`config.mk`:
```
export PLATFORM = sky130hd
export DESIGN_NAME = spi_sclk_gen
export DESIGN_NICKNAME = d
export VERILOG_FILES = /design/src/rtl/spi_sclk_pkg.sv /design/src/rtl/sclk_cfg_hold.sv /design/src/rtl/sclk_prescale.sv /design/src/rtl/sclk_period_count.sv /design/src/rtl/sclk_edge_out.sv /design/src/rtl/spi_sclk_gen.sv
export SDC_FILE = /design/constraint.sdc
export NUM_CORES = 1
export LEC_CHECK = 0
export CORE_ASPECT_RATIO = 0.6
export CORE_MARGIN = 2
export CORE_UTILIZATION = 30
export CTS_BUF_LIST = sky130_fd_sc_hd__clkbuf_8
export DETAILED_ROUTE_END_ITERATION = 8
export GPL_TIMING_DRIVEN = 1
export PLACE_DENSITY = 0.45
export SLEW_MARGIN = 20
export SYNTH_ARGS = -nofsm -noshare
export SYNTH_HDL_FRONTEND = slang
export SYNTH_SLANG_ARGS = --single-unit
```
`constraint.sdc`:
```
create_clock -name clk -period 7.88 [get_ports clk]
set_clock_uncertainty 0.1 [all_clocks]
set_input_delay 1.182 -clock clk [delete_from_list [all_inputs] [get_ports clk]]
set_output_delay 1.182 -clock clk [all_outputs]
set_load 0.02 [all_outputs]
```
`src/rtl/spi_sclk_pkg.sv`:
```
package spi_sclk_pkg;

  // Register layout: three 6-bit step fields, a 13-bit prescale field, one bypass bit.
  localparam int SCLK_CFG_W = 32;
  localparam int SCLK_FLD_W = 6;
  localparam int SCLK_PRE_W = 13;
  localparam int SCLK_STEP_FIELDS = 3;

  // Index of each step field inside the packed word (order is decoded behaviour).
  localparam int SCLK_IDX_FALL = 0;
  localparam int SCLK_IDX_RISE = 1;
  localparam int SCLK_IDX_LEN  = 2;

  // Step counter value c (0 based) lies in the high phase when
  // rise_m1 < c <= fall_m1, i.e. h <= c <= l-1 in one-based values.
  function automatic logic sclk_in_high(input logic [31:0] cnt,
                                        input logic [31:0] rise_m1,
                                        input logic [31:0] fall_m1);
    return (cnt > rise_m1) && (cnt <= fall_m1);
  endfunction

endpackage

```
`src/rtl/sclk_cfg_hold.sv`:
```
module sclk_cfg_hold
  import spi_sclk_pkg::*;
#(
  parameter int CFG_W = SCLK_CFG_W,
  parameter int FLD_W = SCLK_FLD_W,
  parameter int PRE_W = SCLK_PRE_W
) (
  input  logic             clk,
  input  logic             rst_n,
  input  logic [CFG_W-1:0] cfg_word,
  input  logic             wrap,
  output logic             run_q,
  output logic             byp_q,
  output logic [PRE_W-1:0] act_pre,
  output logic [FLD_W-1:0] act_n,
  output logic [FLD_W-1:0] act_h,
  output logic [FLD_W-1:0] act_l,
  output logic [PRE_W-1:0] nxt_pre,
  output logic [FLD_W-1:0] nxt_n,
  output logic [FLD_W-1:0] nxt_h,
  output logic [FLD_W-1:0] nxt_l
);

  localparam int PRE_LSB = SCLK_STEP_FIELDS * FLD_W;
  localparam int BYP_BIT = CFG_W - 1;

  logic [FLD_W-1:0] step_fld [SCLK_STEP_FIELDS];
  logic             load;

  // Step fields sit back to back from bit 0 upward.
  for (genvar g = 0; g < SCLK_STEP_FIELDS; g++) begin : g_step_fld
    assign step_fld[g] = cfg_word[g*FLD_W +: FLD_W];
  end

  // Adopt a new word when idle (after reset or in bypass) or at a period end.
  assign load = ~run_q | wrap;

  always_comb begin
    if (load) begin
      nxt_pre = cfg_word[PRE_LSB +: PRE_W];
      nxt_n   = step_fld[SCLK_IDX_LEN];
      nxt_h   = step_fld[SCLK_IDX_RISE];
      nxt_l   = step_fld[SCLK_IDX_FALL];
    end else begin
      nxt_pre = act_pre;
      nxt_n   = act_n;
      nxt_h   = act_h;
      nxt_l   = act_l;
    end
  end

  always_ff @(posedge clk or negedge rst_n) begin
    if (!rst_n) begin
      act_pre <= '0;
      act_n   <= '0;
      act_h   <= '0;
      act_l   <= '0;
      byp_q   <= 1'b0;
      run_q   <= 1'b0;
    end else begin
      act_pre <= nxt_pre;
      act_n   <= nxt_n;
      act_h   <= nxt_h;
      act_l   <= nxt_l;
      byp_q   <= cfg_word[BYP_BIT];
      run_q   <= ~cfg_word[BYP_BIT];
    end
  end

endmodule

```
`src/rtl/sclk_prescale.sv`:
```
module sclk_prescale #(
  parameter int PRE_W = 13
) (
  input  logic             clk,
  input  logic             rst_n,
  input  logic             run,
  input  logic [PRE_W-1:0] pre_m1,
  output logic             tick,
  output logic [PRE_W-1:0] pcnt_q
);

  logic [PRE_W-1:0] pcnt_d;

  assign tick = run && (pcnt_q == pre_m1);

  always_comb begin
    if (!run || tick) pcnt_d = '0;
    else              pcnt_d = pcnt_q + PRE_W'(1);
  end

  always_ff @(posedge clk or negedge rst_n) begin
    if (!rst_n) pcnt_q <= '0;
    else        pcnt_q <= pcnt_d;
  end

endmodule

```
`src/rtl/sclk_period_count.sv`:
```
module sclk_period_count #(
  parameter int FLD_W = 6
) (
  input  logic             clk,
  input  logic             rst_n,
  input  logic             run,
  input  logic             tick,
  input  logic [FLD_W-1:0] n_m1,
  output logic             wrap,
  output logic [FLD_W-1:0] cnt_q,
  output logic [FLD_W-1:0] cnt_d
);

  assign wrap = tick && (cnt_q == n_m1);

  always_comb begin
    if (!run)      cnt_d = '0;
    else if (wrap) cnt_d = '0;
    else if (tick) cnt_d = cnt_q + FLD_W'(1);
    else           cnt_d = cnt_q;
  end

  always_ff @(posedge clk or negedge rst_n) begin
    if (!rst_n) cnt_q <= '0;
    else        cnt_q <= cnt_d;
  end

endmodule

```
`src/rtl/sclk_edge_out.sv`:
```
module sclk_edge_out
  import spi_sclk_pkg::*;
#(
  parameter int FLD_W = SCLK_FLD_W
) (
  input  logic             clk,
  input  logic             rst_n,
  input  logic             byp_q,
  input  logic [FLD_W-1:0] cnt_d,
  input  logic [FLD_W-1:0] h_d,
  input  logic [FLD_W-1:0] l_d,
  output logic             sclk,
  output logic             rise_stb,
  output logic             fall_stb,
  output logic             sclk_q,
  output logic             rise_q,
  output logic             fall_q
);

  logic lvl_d;

  // Level is decided from next-state values so sclk_q is a clean flop output.
  assign lvl_d = sclk_in_high(32'(cnt_d), 32'(h_d), 32'(l_d));

  always_ff @(posedge clk or negedge rst_n) begin
    if (!rst_n) begin
      sclk_q <= 1'b0;
      rise_q <= 1'b0;
      fall_q <= 1'b0;
    end else begin
      sclk_q <= lvl_d;
      rise_q <= lvl_d & ~sclk_q;
      fall_q <= ~lvl_d & sclk_q;
    end
  end

  assign sclk     = byp_q ? clk : sclk_q;
  assign rise_stb = byp_q | rise_q;
  assign fall_stb = byp_q | fall_q;

endmodule

```
`src/rtl/spi_sclk_gen.sv`:
```
module spi_sclk_gen
  import spi_sclk_pkg::*;
#(
  parameter int CFG_W = SCLK_CFG_W,
  parameter int FLD_W = SCLK_FLD_W,
  parameter int PRE_W = SCLK_PRE_W
) (
  input  logic             clk,
  input  logic             rst_n,
  input  logic [CFG_W-1:0] cfg_word,
  output logic             sclk,
  output logic             rise_stb,
  output logic             fall_stb
);

  localparam int ACT_W = PRE_W + SCLK_STEP_FIELDS * FLD_W;

  // Named internal events for the checker.
  logic             run_q;
  logic             byp_q;
  logic             tick;
  logic             wrap;
  logic [PRE_W-1:0] pcnt_q;
  logic [FLD_W-1:0] cnt_q;
  logic [FLD_W-1:0] cnt_d;
  logic [PRE_W-1:0] act_pre;
  logic [FLD_W-1:0] act_n;
  logic [FLD_W-1:0] act_h;
  logic [FLD_W-1:0] act_l;
  logic [PRE_W-1:0] nxt_pre;
  logic [FLD_W-1:0] nxt_n;
  logic [FLD_W-1:0] nxt_h;
  logic [FLD_W-1:0] nxt_l;
  logic [ACT_W-1:0] act_bus;
  logic             sclk_q;
  logic             rise_q;
  logic             fall_q;

  assign act_bus = {act_pre, act_n, act_h, act_l};

  sclk_cfg_hold #(.CFG_W(CFG_W), .FLD_W(FLD_W), .PRE_W(PRE_W)) u_cfg (
    .clk      (clk),
    .rst_n    (rst_n),
    .cfg_word (cfg_word),
    .wrap     (wrap),
    .run_q    (run_q),
    .byp_q    (byp_q),
    .act_pre  (act_pre),
    .act_n    (act_n),
    .act_h    (act_h),
    .act_l    (act_l),
    .nxt_pre  (nxt_pre),
    .nxt_n    (nxt_n),
    .nxt_h    (nxt_h),
    .nxt_l    (nxt_l)
  );

  sclk_prescale #(.PRE_W(PRE_W)) u_pre (
    .clk    (clk),
    .rst_n  (rst_n),
    .run    (run_q),
    .pre_m1 (act_pre),
    .tick   (tick),
    .pcnt_q (pcnt_q)
  );

  sclk_period_count #(.FLD_W(FLD_W)) u_cnt (
    .clk   (clk),
    .rst_n (rst_n),
    .run   (run_q),
    .tick  (tick),
    .n_m1  (act_n),
    .wrap  (wrap),
    .cnt_q (cnt_q),
    .cnt_d (cnt_d)
  );

  sclk_edge_out #(.FLD_W(FLD_W)) u_out (
    .clk      (clk),
    .rst_n    (rst_n),
    .byp_q    (byp_q),
    .cnt_d    (cnt_d),
    .h_d      (nxt_h),
    .l_d      (nxt_l),
    .sclk     (sclk),
    .rise_stb (rise_stb),
    .fall_stb (fall_stb),
    .sclk_q   (sclk_q),
    .rise_q   (rise_q),
    .fall_q   (fall_q)
  );

  // nxt_pre and nxt_n feed the flops inside u_cfg; kept visible for debug.
  logic unused_nxt;
  assign unused_nxt = ^{nxt_pre, nxt_n};

endmodule

```
==> flow_metrics.py, run 1 <==
metrics = {
    "clock_tree": {
        "postCtsSetupBuffers": 0,
        "clk_pin_slew_ns": 0.09,
        "cts_tree": "done",
        "ctsResizeCount": 0,
        "hold_buffers": 0,
        "clock_latency_ns": 0.41,
    },
    "logic_synthesis": {
        "synth_top_family_by_area": "multiplexers",
        "synth_warnings": 0,
        "synth_fa_ha_area_frac": 0.05821,
        "netlist_area_um2": 3009,
        "synth-simple-area-share": 0.1156,
        "yosys_register_bits": 55,
        "ys_types": 36,
        "netlist.area_leader.share": 0.4574,
        "synthTopCellsByArea": "dfrtp_1 (46%), mux2_4 (15%), ha_1 (5.8%)",
        "synth-compound-area-share": 0.05322,
        "ys_seq_area_frac": 0.4574,
        "yosysTopAreaCell": "dfrtp_1",
        "synth_fp_nets": 290,
        "dominantRegCellSynth": "dfrtp_1",
        "postSynthAreaPerCell_um2": 12.43,
        "synth_xor_area_frac": 0.08732,
        "synthCells": 242,
        "async_flop_share": 1.000,
        "synth_mux_area_frac": 0.1904,
        "synth-edff-count": 0,
    },
    "timing": {
        "finalSetupViolCount": 0,
        "drv_slew": 0,
        "hold_violations": 0,
        "finalSetupTns_ns": 0,
        "worst_pin_slew_ns": 0.9576,
        "rsz0062_at_grt": "no",
        "slew_headroom": 0.3592,
    },
    "global_route": {
        "grt_max_degree": 56,
        "grt_usage": 0.1228,
        "grt_pass1_wl_um": 9977,
        "grt_pass1_vias": 1840,
        "antenna_found_initial": 0,
        "overflow": 0,
    },
    "final_layout": {
        "diodes": 0,
        "post-route-util": 0.3648,
        "syn2layout_area_growth_pct": 18.92,
        "nets": 331,
        "drive_gt1_frac": 0.1738,
    },
    "hold_path": {
        "hold_end": "u_out.rise_q",
        "min_from": "u_out.sclk_q",
        "hold_path_class": "flop to flop",
        "holdPathStages": 1,
    },
    "drt": {
        "routed_wl_um": 6029,
        "vias": 1824,
        "drt-initial-drc-count": 120,
        "drc_errors": 0,
        "vias_per_cell": 4.374,
        "drt.antenna.violating_nets": 0,
        "dr.pass1.iters": 4,
        "wl_per_cell_um": 14.46,
    },
    "critical_path": {
        "r2r_setup_slack_ns": 3.49,
        "critPathRequiredTime_ns": 6.60,
        "critPathMostFrequentCell": "clkbuf_8",
        "cp_slowest_cell": "clkdlybuf4s50_1",
        "path_cells": "clkbuf_8 -> clkbuf_8 -> mux2_2 -> clkdlybuf4s50_1",
        "worst-path-max-fanout": 2,
        "reg2reg_to": "u_out.fall_q",
        "cp-end-kind": "output port",
        "reg2reg_from": "u_pre.pcnt_q[3]",
        "arrival_ns": 4.95,
        "criticalPathCategory": "clock port to output port",
        "slowest_delay_ns": 0.53,
        "start_kind": "clock port",
        "reg2reg_depth": 12,
    },
    "place": {
        "portBuffers": 36,
        "hpwl_um": 4284,
        "gp_congestion": 0.7193,
    },
    "status": {
        "outcome": "completed",
    },
    "die": {
        "num_io_pins": 37,
        "die_h_um": 81.58,
        "die_w_um": 133.3,
        "num_rows": 28,
        "core_area_um2": 9809,
        "start_util": 0.3068,
        "dieArea_um2": 10870,
    },
    "run": {
        "maxCapViolCount": 0,
    },
    "power_and_ir_drop": {
        "peakVddDrop_v": 0.00008745,
        "leakage_nw": 1.678,
        "p_per_area_nw_per_um2": 167.3,
    },
}
-- synthesized netlist by cell type (all sizes together), types with 2 or more instances --
cell	n
dfrtp	55
mux2	32
xor2	17
nand2	15
nor2	15
ha	14
xnor2	13
mux2i	10
and3	8
inv	8
nand3	6
buf	5
o22ai	5
a21o	4
nand3b	4
nor3	4
o21a	4
a21oi	2
and4	2
clkbuf	2
nand4	2
nor4	2
o221ai	2
or2	2
or3	2
-- power by group --
group	internal, W	switching (W)	leakage, nW	total [W]
logic	0.0000540	0.0000348	0.918	0.0000888
registers	0.000300	0.0000150	0.689	0.000315
clock network	0.0000971	0.0000979	0.0713	0.000195
total	0.000451	0.000148	1.68	0.000599
-- sequential cells by signal, summed over array words and instances (netlist names) --
| signal | count |
|---|---|
| u_cfg.act_h | 6 |
| u_cfg.act_l | 6 |
| u_cfg.act_n | 6 |
| u_cfg.act_pre | 13 |
| u_cfg.byp_q | 1 |
| u_cfg.run_q | 1 |
| u_cnt.cnt_q | 6 |
| u_out.fall_q | 1 |
| u_out.rise_q | 1 |
| u_out.sclk_q | 1 |
| u_pre.pcnt_q | 13 |
-- cell type report --
cell class	count	area, µm²
clock buffer	9	120.1
clock inverter	1	3.754
inverter	8	30.03
sequential	55	1376
fill	972	6231
timing repair buffer	37	360.3
multi-input combinational	172	1519
tap	135	168.9
-- metrics by stage --
step | hold WS (ns) | instances | power (W) | area (µm²) | setup slack (ns)
3_5_place_dp | 0.3529 | 408 | 0.0004218 | 3465 | 1.893
2_1_floorplan | 0.3132 | 242 | 0.0003825 | 3009 | 2.353
6_report | 0.3632 | 417 | 0.0005988 | 3578 | 1.649
3_3_place_gp | 0.3626 | 408 | 0.0004229 | 3465 | 1.893
4_1_cts | 0.3720 | 417 | 0.0006113 | 3578 | 1.630
5_1_grt | 0.3889 | 417 | 0.0006369 | 3578 | 1.618
-- worst max path at each step --
| stage | startpoint | end | slack [ns] | depth (start not counted) |
|---|---|---|---|---|
| final | clk | sclk | 1.65 | 4 |
| after global routing | clk | sclk | 1.62 | 4 |
| after CTS | clk | sclk | 1.63 | 4 |
| after detailed placement | clk | sclk | 1.89 | 2 |
| after global placement | clk | sclk | 1.89 | 2 |
| after floorplan | clk | sclk | 2.35 | 1 |
-- cell usage in the layout (no fill, tap or decap), types with 2 or more instances in the layout --
| master | netlist | routed |
|---|---|---|
| xnor2_1 | 13 | 13 |
| clkdlybuf4s50_1 | 0 | 35 |
| nor2_1 | 15 | 15 |
| or2_2 | 2 | 2 |
| o221ai_1 | 2 | 2 |
| dfrtp_1 | 55 | 55 |
| o22ai_1 | 5 | 5 |
| inv_1 | 8 | 9 |
| o21a_1 | 4 | 4 |
| mux2_4 | 30 | 30 |
| and4_1 | 2 | 2 |
| nor4_2 | 2 | 2 |
| nand2_1 | 15 | 15 |
| clkbuf_8 | 0 | 8 |
| ha_1 | 14 | 14 |
| a21o_1 | 4 | 4 |
| nor3_1 | 4 | 4 |
| a21oi_1 | 2 | 2 |
| mux2_2 | 2 | 2 |
| nand3b_1 | 4 | 4 |
| nand3_1 | 6 | 6 |
| mux2i_1 | 10 | 10 |
| or3_1 | 2 | 2 |
| buf_4 | 0 | 2 |
| and3_1 | 8 | 8 |
| xor2_1 | 17 | 17 |
-- worst max-delay path: cells and delay by family --
family,cells,cell delay [ns]
mux,1,0.25
buf+inv,3,0.75
-- per-layer routing --
layer	track usage	routed length, µm	share of wire	up-vias
met4	0.04894	82	0.014	0
met2	0.1381	1986	0.33	40
met5	0	0	0	-
li1	-	-	-	931
met3	0.03580	272	0.045	6
met1	0.2020	3688	0.61	847
-- cell families (layout without fill, tap and decap cells) --
kind of cell	Yosys count	after routing
and+or+nand+nor	65	65
DFF	55	55
muxes	42	42
xor gates and xnor gates	30	30
AOI/OAI and AO/OA	21	21
buffers and inverters	15	55
adders and majority gates	14	14
Power figures use the tool's default switching activity.
==> run 2, diff against run 1 <==
clock period = 6.55 ns   (was 7.88 ns; I/O delays follow)
==> flow_metrics.py, run 2 (synthesis gave the netlist of run 1 again) <==
metrics = {
    "final_layout": {
        "top_regs": "u_cfg.act_pre: 13 flops, u_pre.pcnt_q: 13 flops",
        "fillers": 987,
        "design_area_um2": 3623,
        "diodes": 0,
        "instances_no_fill": 419,
        "final_common_cell": "dfrtp_1",
        "syn2layout_area_growth_pct": 20.42,
        "mostFrequentLayoutCells": "dfrtp_1 (55), clkdlybuf4s50_1 (35), mux2_4 (30), xor2_1 (17)",
        "drive_gt1_frac": 0.1831,
        "nets": 331,
        "post-route-util": 0.3694,
    },
    "critical_path": {
        "arrival_ns": 4.29,
        "crit_buf_inv": 3,
        "start_kind": "clock port",
        "worst-path-max-fanout": 2,
        "critPathTopFamily": "buffers and inverters",
        "slowest_delay_ns": 0.54,
        "cp_slowest_cell": "clkdlybuf4s50_1",
        "critPathRequiredTime_ns": 5.47,
        "cp-end-kind": "output port",
        "critPathMostFrequentCell": "clkbuf_8",
        "criticalPathCategory": "clock port to output port",
        "path_cells": "clkbuf_8 -> clkbuf_8 -> mux2_2 -> clkdlybuf4s50_1",
        "r2r_setup_slack_ns": 2.63,
    },
    "global_route": {
        "antenna_found_initial": 0,
        "grt_usage": 0.1230,
        "grt_pass1_wl_um": 9922,
        "grt_pass1_vias": 1844,
        "grt_max_degree": 56,
        "overflow": 0,
    },
    "status": {
        "outcome": "completed",
    },
    "die": {
        "die_w_um": 133.3,
        "dieArea_um2": 10870,
        "start_util": 0.3068,
        "num_rows": 28,
        "die_h_um": 81.58,
        "num_io_pins": 37,
        "core_area_um2": 9809,
    },
    "drt": {
        "vias": 1818,
        "drt-initial-drc-count": 75,
        "dr.pass1.iters": 6,
        "routed_wl_um": 6011,
        "vias_per_cell": 4.339,
        "drt.antenna.violating_nets": 0,
        "wl_per_cell_um": 14.35,
        "drc_errors": 0,
    },
    "clock_tree": {
        "hold_buffers": 0,
        "postCtsSetupBuffers": 0,
        "cts_tree": "done",
        "ctsResizeCount": 0,
        "clock_latency_ns": 0.42,
        "clk_pin_slew_ns": 0.10,
    },
    "timing": {
        "drv_slew": 0,
        "finalSetupTns_ns": 0,
        "worst_pin_slew_ns": 0.9384,
        "hold_violations": 0,
        "finalSetupViolCount": 0,
        "rsz0062_at_grt": "no",
        "setup_ws_ns": 1.178,
        "slew_headroom": 0.3721,
    },
    "place": {
        "portBuffers": 36,
        "gp_congestion": 0.7248,
        "hpwl_um": 4289,
        "dp.cells": 408,
        "post_dp_cell_area_um2": 3465,
        "pre_cts_ws_ns": 1.427,
    },
    "hold_path": {
        "hold_path_class": "flop to flop",
    },
    "power_and_ir_drop": {
        "leakage_nw": 1.698,
        "peakVddDrop_v": 0.0001057,
        "p_per_area_nw_per_um2": 216.4,
    },
    "run": {
        "maxCapViolCount": 0,
    },
}
==> run 2: stage by stage <==
stage	hold slack [ns]	power (W)
2_1_floorplan	0.3132	0.0004602
3_3_place_gp	0.3589	0.0005090
3_5_place_dp	0.3408	0.0005081
4_1_cts	0.3565	0.0008012
5_1_grt	0.3888	0.0008286
6_report	0.3595	0.0007841
==> run 2: final cells by class <==
cell class	instances	area (µm²)	share of cell area
Tap cell	135	168.9	0.04662
Sequential cell	55	1376	0.3798
Multi-Input combinational cell	172	1519	0.4192
Clock buffer	10	133.9	0.03695
Timing Repair Buffer	37	360.3	0.09945
Clock inverter	2	35.03	0.009668
Inverter	8	30.03	0.008287
==> run 2: final timing paths <==
path / start / end / depth (start not counted)
setup / recovery: clk / sclk / 4
hold / removal: u_out.sclk_q / u_out.rise_q / 1
setup reg to reg: u_pre.pcnt_q[3] / u_out.fall_q / 11
hold reg to reg: u_out.sclk_q / u_out.rise_q / 1
max in group asynchronous: rst_n / u_cfg.act_n[0] / 2
min in group asynchronous: rst_n / u_cfg.act_pre[12] / 2
==> run 2: layer usage <==
metal	track usage	vias to the layer above	share of wire
met5	0	-	0
met4	0.06170	0	0.018
met3	0.03457	8	0.035
met2	0.1397	31	0.32
met1	0.1975	847	0.62
li1	-	932	-
==> run 2: power breakdown <==
part | internal [W] | total (W) | switching [W]
clock | 0.000171 | 0.000298 | 0.000127
sequential | 0.000361 | 0.000379 | 0.0000176
combinational | 0.0000649 | 0.000108 | 0.0000427
